[src/rtl/acc_stage_pkg.sv]
package acc_stage_pkg;

    typedef enum logic [2:0] {
        SRC_HOLD,
        SRC_BUS,
        SRC_ACC,
        SRC_ZFE,
        SRC_SIX
    } tmp_src_e;

    typedef struct packed {
        logic from_bus;
        logic from_acc;
        logic zfe;
        logic dec;
        logic six_hi;
        logic six_lo;
    } tmp_ctl_t;

    function automatic tmp_src_e pick_src(input tmp_ctl_t c);
        if (c.from_bus)                return SRC_BUS;
        else if (c.from_acc)           return SRC_ACC;
        else if (c.zfe)                return SRC_ZFE;
        else if (c.six_hi || c.six_lo) return SRC_SIX;
        else                           return SRC_HOLD;
    endfunction

    function automatic logic multi_load(input tmp_ctl_t c);
        logic [3:0] grp;
        grp = {c.from_bus, c.from_acc, c.zfe, c.six_hi | c.six_lo};
        return ($countones(grp) > 1);
    endfunction

endpackage

[src/rtl/acc_tmp_sel.sv]
module acc_tmp_sel
    import acc_stage_pkg::*;
#(
    parameter int W = 8
) (
    input  logic         clk,
    input  logic         rst,
    input  tmp_ctl_t     ctl,
    input  logic [W-1:0] bus_in,
    input  logic [W-1:0] acc_q,
    output logic [W-1:0] tmp_q
);
    localparam int NDIG = W / 4;
    localparam int HALF = NDIG / 2;
    localparam logic [W-1:0] DEC_PAT = {{(W-1){1'b1}}, 1'b0};

    logic [W-1:0] six_pat;
    logic [W-1:0] nxt;
    tmp_src_e     src;

    generate
        for (genvar d = 0; d < NDIG; d++) begin : g_six
            if (d >= HALF) begin : g_hi
                assign six_pat[4*d +: 4] = ctl.six_hi ? 4'h6 : 4'h0;
            end else begin : g_lo
                assign six_pat[4*d +: 4] = ctl.six_lo ? 4'h6 : 4'h0;
            end
        end
    endgenerate

    always_comb begin
        src = pick_src(ctl);
        unique case (src)
            SRC_BUS: nxt = bus_in;
            SRC_ACC: nxt = acc_q;
            SRC_ZFE: nxt = ctl.dec ? DEC_PAT : '0;
            SRC_SIX: nxt = six_pat;
            default: nxt = tmp_q;
        endcase
    end

    always_ff @(posedge clk) begin
        if (rst) tmp_q <= '0;
        else     tmp_q <= nxt;
    end
endmodule

[src/rtl/acc_reg.sv]
module acc_reg #(
    parameter int W = 8
) (
    input  logic         clk,
    input  logic         rst,
    input  logic         load,
    input  logic [W-1:0] res,
    output logic [W-1:0] q
);
    always_ff @(posedge clk) begin
        if (rst)       q <= '0;
        else if (load) q <= res;
    end
endmodule

[src/rtl/acc_digit_flags.sv]
module acc_digit_flags #(
    parameter int W = 8
) (
    input  logic [W-1:0]   val,
    output logic [W/4-1:0] ge10
);
    localparam int NDIG = W / 4;

    generate
        for (genvar d = 0; d < NDIG; d++) begin : g_dig
            assign ge10[d] = val[4*d+3] & (val[4*d+2] | val[4*d+1]);
        end
    endgenerate
endmodule

[src/rtl/acc_bus_drive.sv]
module acc_bus_drive #(
    parameter int W = 8
) (
    input  logic [W-1:0] alu_res,
    input  logic [W-1:0] acc_q,
    input  logic         sel_alu,
    input  logic         en,
    output logic [W-1:0] bus_out,
    output logic         bus_oe
);
    always_comb begin
        bus_oe  = en;
        bus_out = '0;
        if (en) bus_out = sel_alu ? alu_res : acc_q;
    end
endmodule

[src/rtl/acc_operand_stage.sv]
module acc_operand_stage
    import acc_stage_pkg::*;
#(
    parameter int W = 8
) (
    input  logic           clk,
    input  logic           rst,
    input  logic [W-1:0]   alu_res,
    input  logic           acc_load,
    input  logic [W-1:0]   bus_in,
    input  logic           tmp_from_bus,
    input  logic           tmp_from_acc,
    input  logic           tmp_const_en,
    input  logic           tmp_const_dec,
    input  logic           tmp_six_hi,
    input  logic           tmp_six_lo,
    input  logic           out_sel_alu,
    input  logic           bus_drive_en,
    output logic [W-1:0]   acc_q,
    output logic [W-1:0]   tmp_q,
    output logic [W/4-1:0] digit_ge10,
    output logic [W-1:0]   bus_out,
    output logic           bus_oe,
    output logic           load_conflict
);
    tmp_ctl_t ctl;

    always_comb begin
        ctl.from_bus = tmp_from_bus;
        ctl.from_acc = tmp_from_acc;
        ctl.zfe      = tmp_const_en;
        ctl.dec      = tmp_const_dec;
        ctl.six_hi   = tmp_six_hi;
        ctl.six_lo   = tmp_six_lo;
        load_conflict = multi_load(ctl);
    end

    acc_reg #(.W(W)) u_acc (
        .clk(clk), .rst(rst), .load(acc_load), .res(alu_res), .q(acc_q)
    );

    acc_tmp_sel #(.W(W)) u_tmp (
        .clk(clk), .rst(rst), .ctl(ctl), .bus_in(bus_in),
        .acc_q(acc_q), .tmp_q(tmp_q)
    );

    acc_digit_flags #(.W(W)) u_flags (
        .val(acc_q), .ge10(digit_ge10)
    );

    acc_bus_drive #(.W(W)) u_drv (
        .alu_res(alu_res), .acc_q(acc_q), .sel_alu(out_sel_alu),
        .en(bus_drive_en), .bus_out(bus_out), .bus_oe(bus_oe)
    );
endmodule

[config.mk]
export PLATFORM = sky130hd
export DESIGN_NAME = acc_operand_stage
export DESIGN_NICKNAME = d
export VERILOG_FILES = /design/src/rtl/acc_stage_pkg.sv /design/src/rtl/acc_tmp_sel.sv /design/src/rtl/acc_reg.sv /design/src/rtl/acc_digit_flags.sv /design/src/rtl/acc_bus_drive.sv /design/src/rtl/acc_operand_stage.sv
export SDC_FILE = /design/constraint.sdc
export NUM_CORES = 1
export LEC_CHECK = 0
export CAP_MARGIN = 0
export CORE_MARGIN = 1.5
export CORE_UTILIZATION = 40
export DETAILED_ROUTE_END_ITERATION = 10
export PLACE_DENSITY = 0.84
export SLEW_MARGIN = 20
export SYNTH_ARGS = -nofsm -noshare
export SYNTH_HDL_FRONTEND = slang
export SYNTH_SLANG_ARGS = --single-unit
[constraint.sdc]
create_clock -name clk -period 2.5 [get_ports clk]
set_input_delay 0.375 -clock clk [delete_from_list [all_inputs] [get_ports clk]]
set_output_delay 0.375 -clock clk [all_outputs]
set_load 0.05 [all_outputs]
Word-level counts from Yosys, hierarchy flattened
Index checks and enable logic that the tools add are counted.

Bitwise operators: 5. Eq/ne operators: 4. Add/subtract/negate cells: 3. Muxes and demuxes: 10. Reductions and logical operators: 2. Order comparisons: 1.

Operators by type and width (number): $pmux W8 S4 (1); $mux W8 (3); $mux W3 (6); $eq A3 B2 Y1 const B (2); $add A1 B1 Y2 (2); $reduce_bool A4 Y1 (1); $add A2 B2 Y3 (1); $eq A3 B1 Y1 const B (1); $eq A3 B3 Y1 const B (1); $gt A3 B1 Y1 const B (1); $or A1 B1 Y1 (3); $and A1 B1 Y1 (2); $logic_or A1 B1 Y1 (1).

Register bits after elaboration: 16. Output and inout port bits: 28. Input bits: 27.

Logic depth before layout (Yosys ltp)
Word-level depth: 7. Gate-level depth with buffers: 5. Depth with buffers taken out: 3.

By module
A second synthesis with hierarchy kept.

Cells, all modules: 102. Area, all modules: 937.1 um^2.

Modules (own cells, without submodules): acc_tmp_sel (area an instance 444.2 um^2, sequential area each 160.2 um^2, instances 1, cells each 50); acc_reg (area an instance 285.3 um^2, sequential area each 160.2 um^2, instances 1, cells each 26); acc_bus_drive (area an instance 148.9 um^2, sequential area each 0.0 um^2, instances 1, cells each 18); acc_operand_stage (area an instance 43.8 um^2, sequential area each 0.0 um^2, instances 1, cells each 6); acc_digit_flags (area an instance 15.0 um^2, sequential area each 0.0 um^2, instances 1, cells each 2).

Least setup slack after synthesis
OpenSTA, ideal clock, no wires.

Kind: input-to-output. Start: in tmp_six_lo. End: out load_conflict. Arrival time: 1517 ps. Setup slack: 608 ps. Stages on the path: 3. Cell sequence: or2_2 -> fa_1 -> a21o_1.

Cells in the longest elaborated chain, start to end: 4.

RTL lines: from (decl) (line acc_operand_stage.sv:16) `input logic tmp_six_lo,`; $or A1 B1 Y1 (line acc_stage_pkg.sv:30) `grp = {c.from_bus, c.from_acc, c.zfe, c.six_hi | c.six_lo};`; $add A1 B1 Y2 (not written as such) (line acc_stage_pkg.sv:31) `return ($countones(grp) > 1);`; $add A2 B2 Y3 (not written as such) (line acc_stage_pkg.sv:31); $gt A3 B1 Y1 (line acc_stage_pkg.sv:31); to (decl) (line acc_operand_stage.sv:24) `output logic load_conflict`.

No other way between the ends.

Worst setup path in the final report
Same ends and word-level chain as after synthesis.

==> impl_metrics.tcl <==
set metrics [dict create \
    drc 0 \
    synth-edff-count 0 \
    clk_latency_ns 0.28 \
    ys_ff_latch 16 \
    dpl-instance-area_um2 1600 \
    worstReg2RegEnd "u_tmp.tmp_q[1]" \
    htreeDepth 1 \
    ys_types 24 \
    drt_first_iter_violations 11 \
    crit_path_max_fanout 2 \
    max_stage_delay_ns 0.44 \
    routed_wl_um 2510 \
    hold_viol_final 0 \
    post-route-period-util_pct 90.8 \
    area_delta_synth_final_pct 72.8 \
    p_leak_nw 0.694 \
    fillCellCount 173 \
    cts-hold-fix-buffers 0 \
    fmax_ghz 0.440 \
    clkTransAtPathRegs_ns 0.09 \
    die_height_um 51.4 \
    grtUsageTotal_pct 20.6 \
    cts_tree "done" \
    grt_overflow 0 \
    die_x_um 51.4 \
    clock_path_buffers 2 \
    whs_path_depth 1 \
    start_kind "primary input" \
    vias_per_cell 5.28 \
    ff2ff_setup_slack_ns 1.62 \
    synth-main-ff-cell "dfxtp_1" \
    cts_resized 0 \
    outcome "completed" \
    required_ns 2.12 \
    rsz0062_at_grt "false" \
    path_cells "clkdlybuf4s50_1, or2_2, fa_1, a21o_1, buf_12" \
    postSynthCellCount 103 \
    maxSlewViolCount 0 \
    yosys_warnings 0 \
    skew_ns 0.00617 \
    worstHoldStart "u_tmp.tmp_q[6]" \
    row_count 17 \
    rr_startpoint "u_tmp.tmp_q[1]" \
    grt_max_degree 18 \
    powerDensity_nw_per_um2 451 \
    fin_crit_ns 2.27 \
    relSlewSlack_pct 61.7 \
    routabilityCongestion 0.743 \
    cp.arrival_ns 1.90 \
    finalSetupTns_ns 0 \
    cts_root_buffer "clkbuf_4" \
    async_flop_share_pct 0 \
    ff2ff_path_depth 3 \
    post-cts-setup-buffers 0 \
    multi_input_area_um2 553 \
    wl_met2_um 1250 \
    met3_wirelength_um 204 \
    hp-class "flop to flop" \
    grt_pass1_vias 968 \
    num_io_pins 55 \
    hold_path_end "u_tmp.tmp_q[6]" \
    syn-cell-area_um2 937 \
    cts_sinks 16 \
    path_class "primary input to output pin" \
    syn-num-nets 131 \
    nNetsFinal 187 \
    max_slew.worst_pin.slew_ns 0.573 \
    dp_hpwl_um 1970 \
    grt_pass1_wl_um 4150 \
    core_area_um2 2210 \
    maxCapViolations 0 \
    wl_met1_um 1030 \
    cts_made_buffers 3 \
    dr.max_layer_used "met4" \
    diodes 0 \
    port_buffers 54 \
    fin_area_um2 1620 \
    setup_viol 0 \
    drive_gt1_share_pct 13.4 \
    vdd_drop_max_v 0.000328 \
    syn_avg_cell_area_um2 9.10 \
    fp.dieArea_um2 2640 \
    critical-path-slowest-cell "fa_1" \
    wl_per_cell_um 13.5 \
    antenna_found_initial 0 \
    via_count 977 \
    firstDrtPassIters 4 \
    worstSetupEndpointType "output pin" \
    ant_nets 0 \
    start_util_pct 42.4 \
    regArea_um2 320 \
    yosysSeqAreaShare_pct 34.2 \
]
==> state kept, by name (all words and copies together) (netlist names) <==
signal       count
u_tmp.tmp_q      8
u_acc.q          8
==> layout make-up <==
type | count | share of cell area, %
multi-input cells | 72 | 34.2
flip-flops and latches | 16 | 19.8
inverters | 8 | 1.85
well taps | 28 | 2.16
clock buffers | 3 | 1.39
repair buffers | 58 | 40.6
==> cells in the final DEF, fill, tap and decap left out, drive strengths merged, types with 3 or more instances in the layout <==
cell           netlist  layout
a21o                 3       3
a21oi                7       7
a221oi               3       3
and2                 3       3
buf                  4      14
clkbuf               3       3
clkdlybuf4s50        0      44
dfxtp               16      16
inv                  8       8
mux2i               16      16
nor2                11      11
nor2b               10      10
o21a                 4       4
o221a                3       3
==> worst max-delay path by stage <==
stage / startpoint / end / slack, ns / cells past startpoint
global placement: tmp_six_lo / load_conflict / 0.24 / 5
finish: tmp_six_lo / load_conflict / 0.23 / 5
global route: tmp_six_hi / load_conflict / 0.20 / 5
detailed placement: tmp_six_lo / load_conflict / 0.22 / 5
floorplan: tmp_six_lo / load_conflict / 0.61 / 3
CTS: tmp_six_lo / load_conflict / 0.22 / 5
==> power by group <==
part	total, mW	internal, mW	switching, mW
Combinational	0.310	0.141	0.169
Clock	0.133	0.0558	0.0769
Sequential	0.287	0.272	0.0151
Total	0.730	0.469	0.261
==> per-stage QoR <==
step                      setup WS (ns)  total power [mW]  utilization [%]  hold slack, ns  instances
after floorplan                   0.608             0.460                -           0.522        103
after CTS                         0.223             0.732             73.2           0.512        185
final                             0.229             0.730             73.2           0.515        185
after global placement            0.242             0.598             72.2           0.484        182
after global routing              0.198             0.762             73.2           0.540        185
after detailed placement          0.223             0.603             72.2           0.492        182
==> critical path, delay by kind of cell <==
| family | cells | cell delay [ns] |
|---|---|---|
| compound gates | 1 | 0.22 |
| fa+ha+maj | 1 | 0.44 |
| buf+inv | 2 | 0.56 |
| simple gates | 1 | 0.31 |
==> kinds of logic (layout without fill, tap and decap cells) <==
logic type | Yosys count | in the layout | synth area share (%)
simple gates | 29 | 29 | 18.3
compound gates | 26 | 26 | 21.5
mux | 16 | 16 | 17.1
flops | 16 | 16 | 34.2
buf+inv | 15 | 69 | 6.81
fa+ha+maj | 1 | 1 | 2.14
==> layer usage <==
metal,vias up,GRT usage (%)
li1,473,-
met1,458,25.7
met2,44,33.8
met3,2,5.26
met4,0,7.89
met5,-,0
==> Yosys cell counts, types with 2 or more instances <==
library cell / instances / area (µm²)
o211a_1: 2 / 20.0
o21a_1: 4 / 30.0
a21oi_1: 7 / 35.0
and2_1: 3 / 18.8
nor2b_1: 10 / 62.6
o221a_1: 3 / 33.8
inv_1: 8 / 30.0
dfxtp_1: 16 / 320
o31ai_1: 2 / 15.0
a221oi_1: 3 / 26.3
a21o_1: 3 / 22.5
mux2i_1: 16 / 160
clkbuf_1: 3 / 11.3
buf_2: 3 / 15.0
nor2_1: 11 / 41.3
Note: power is estimated with default switching activity, not from simulation.
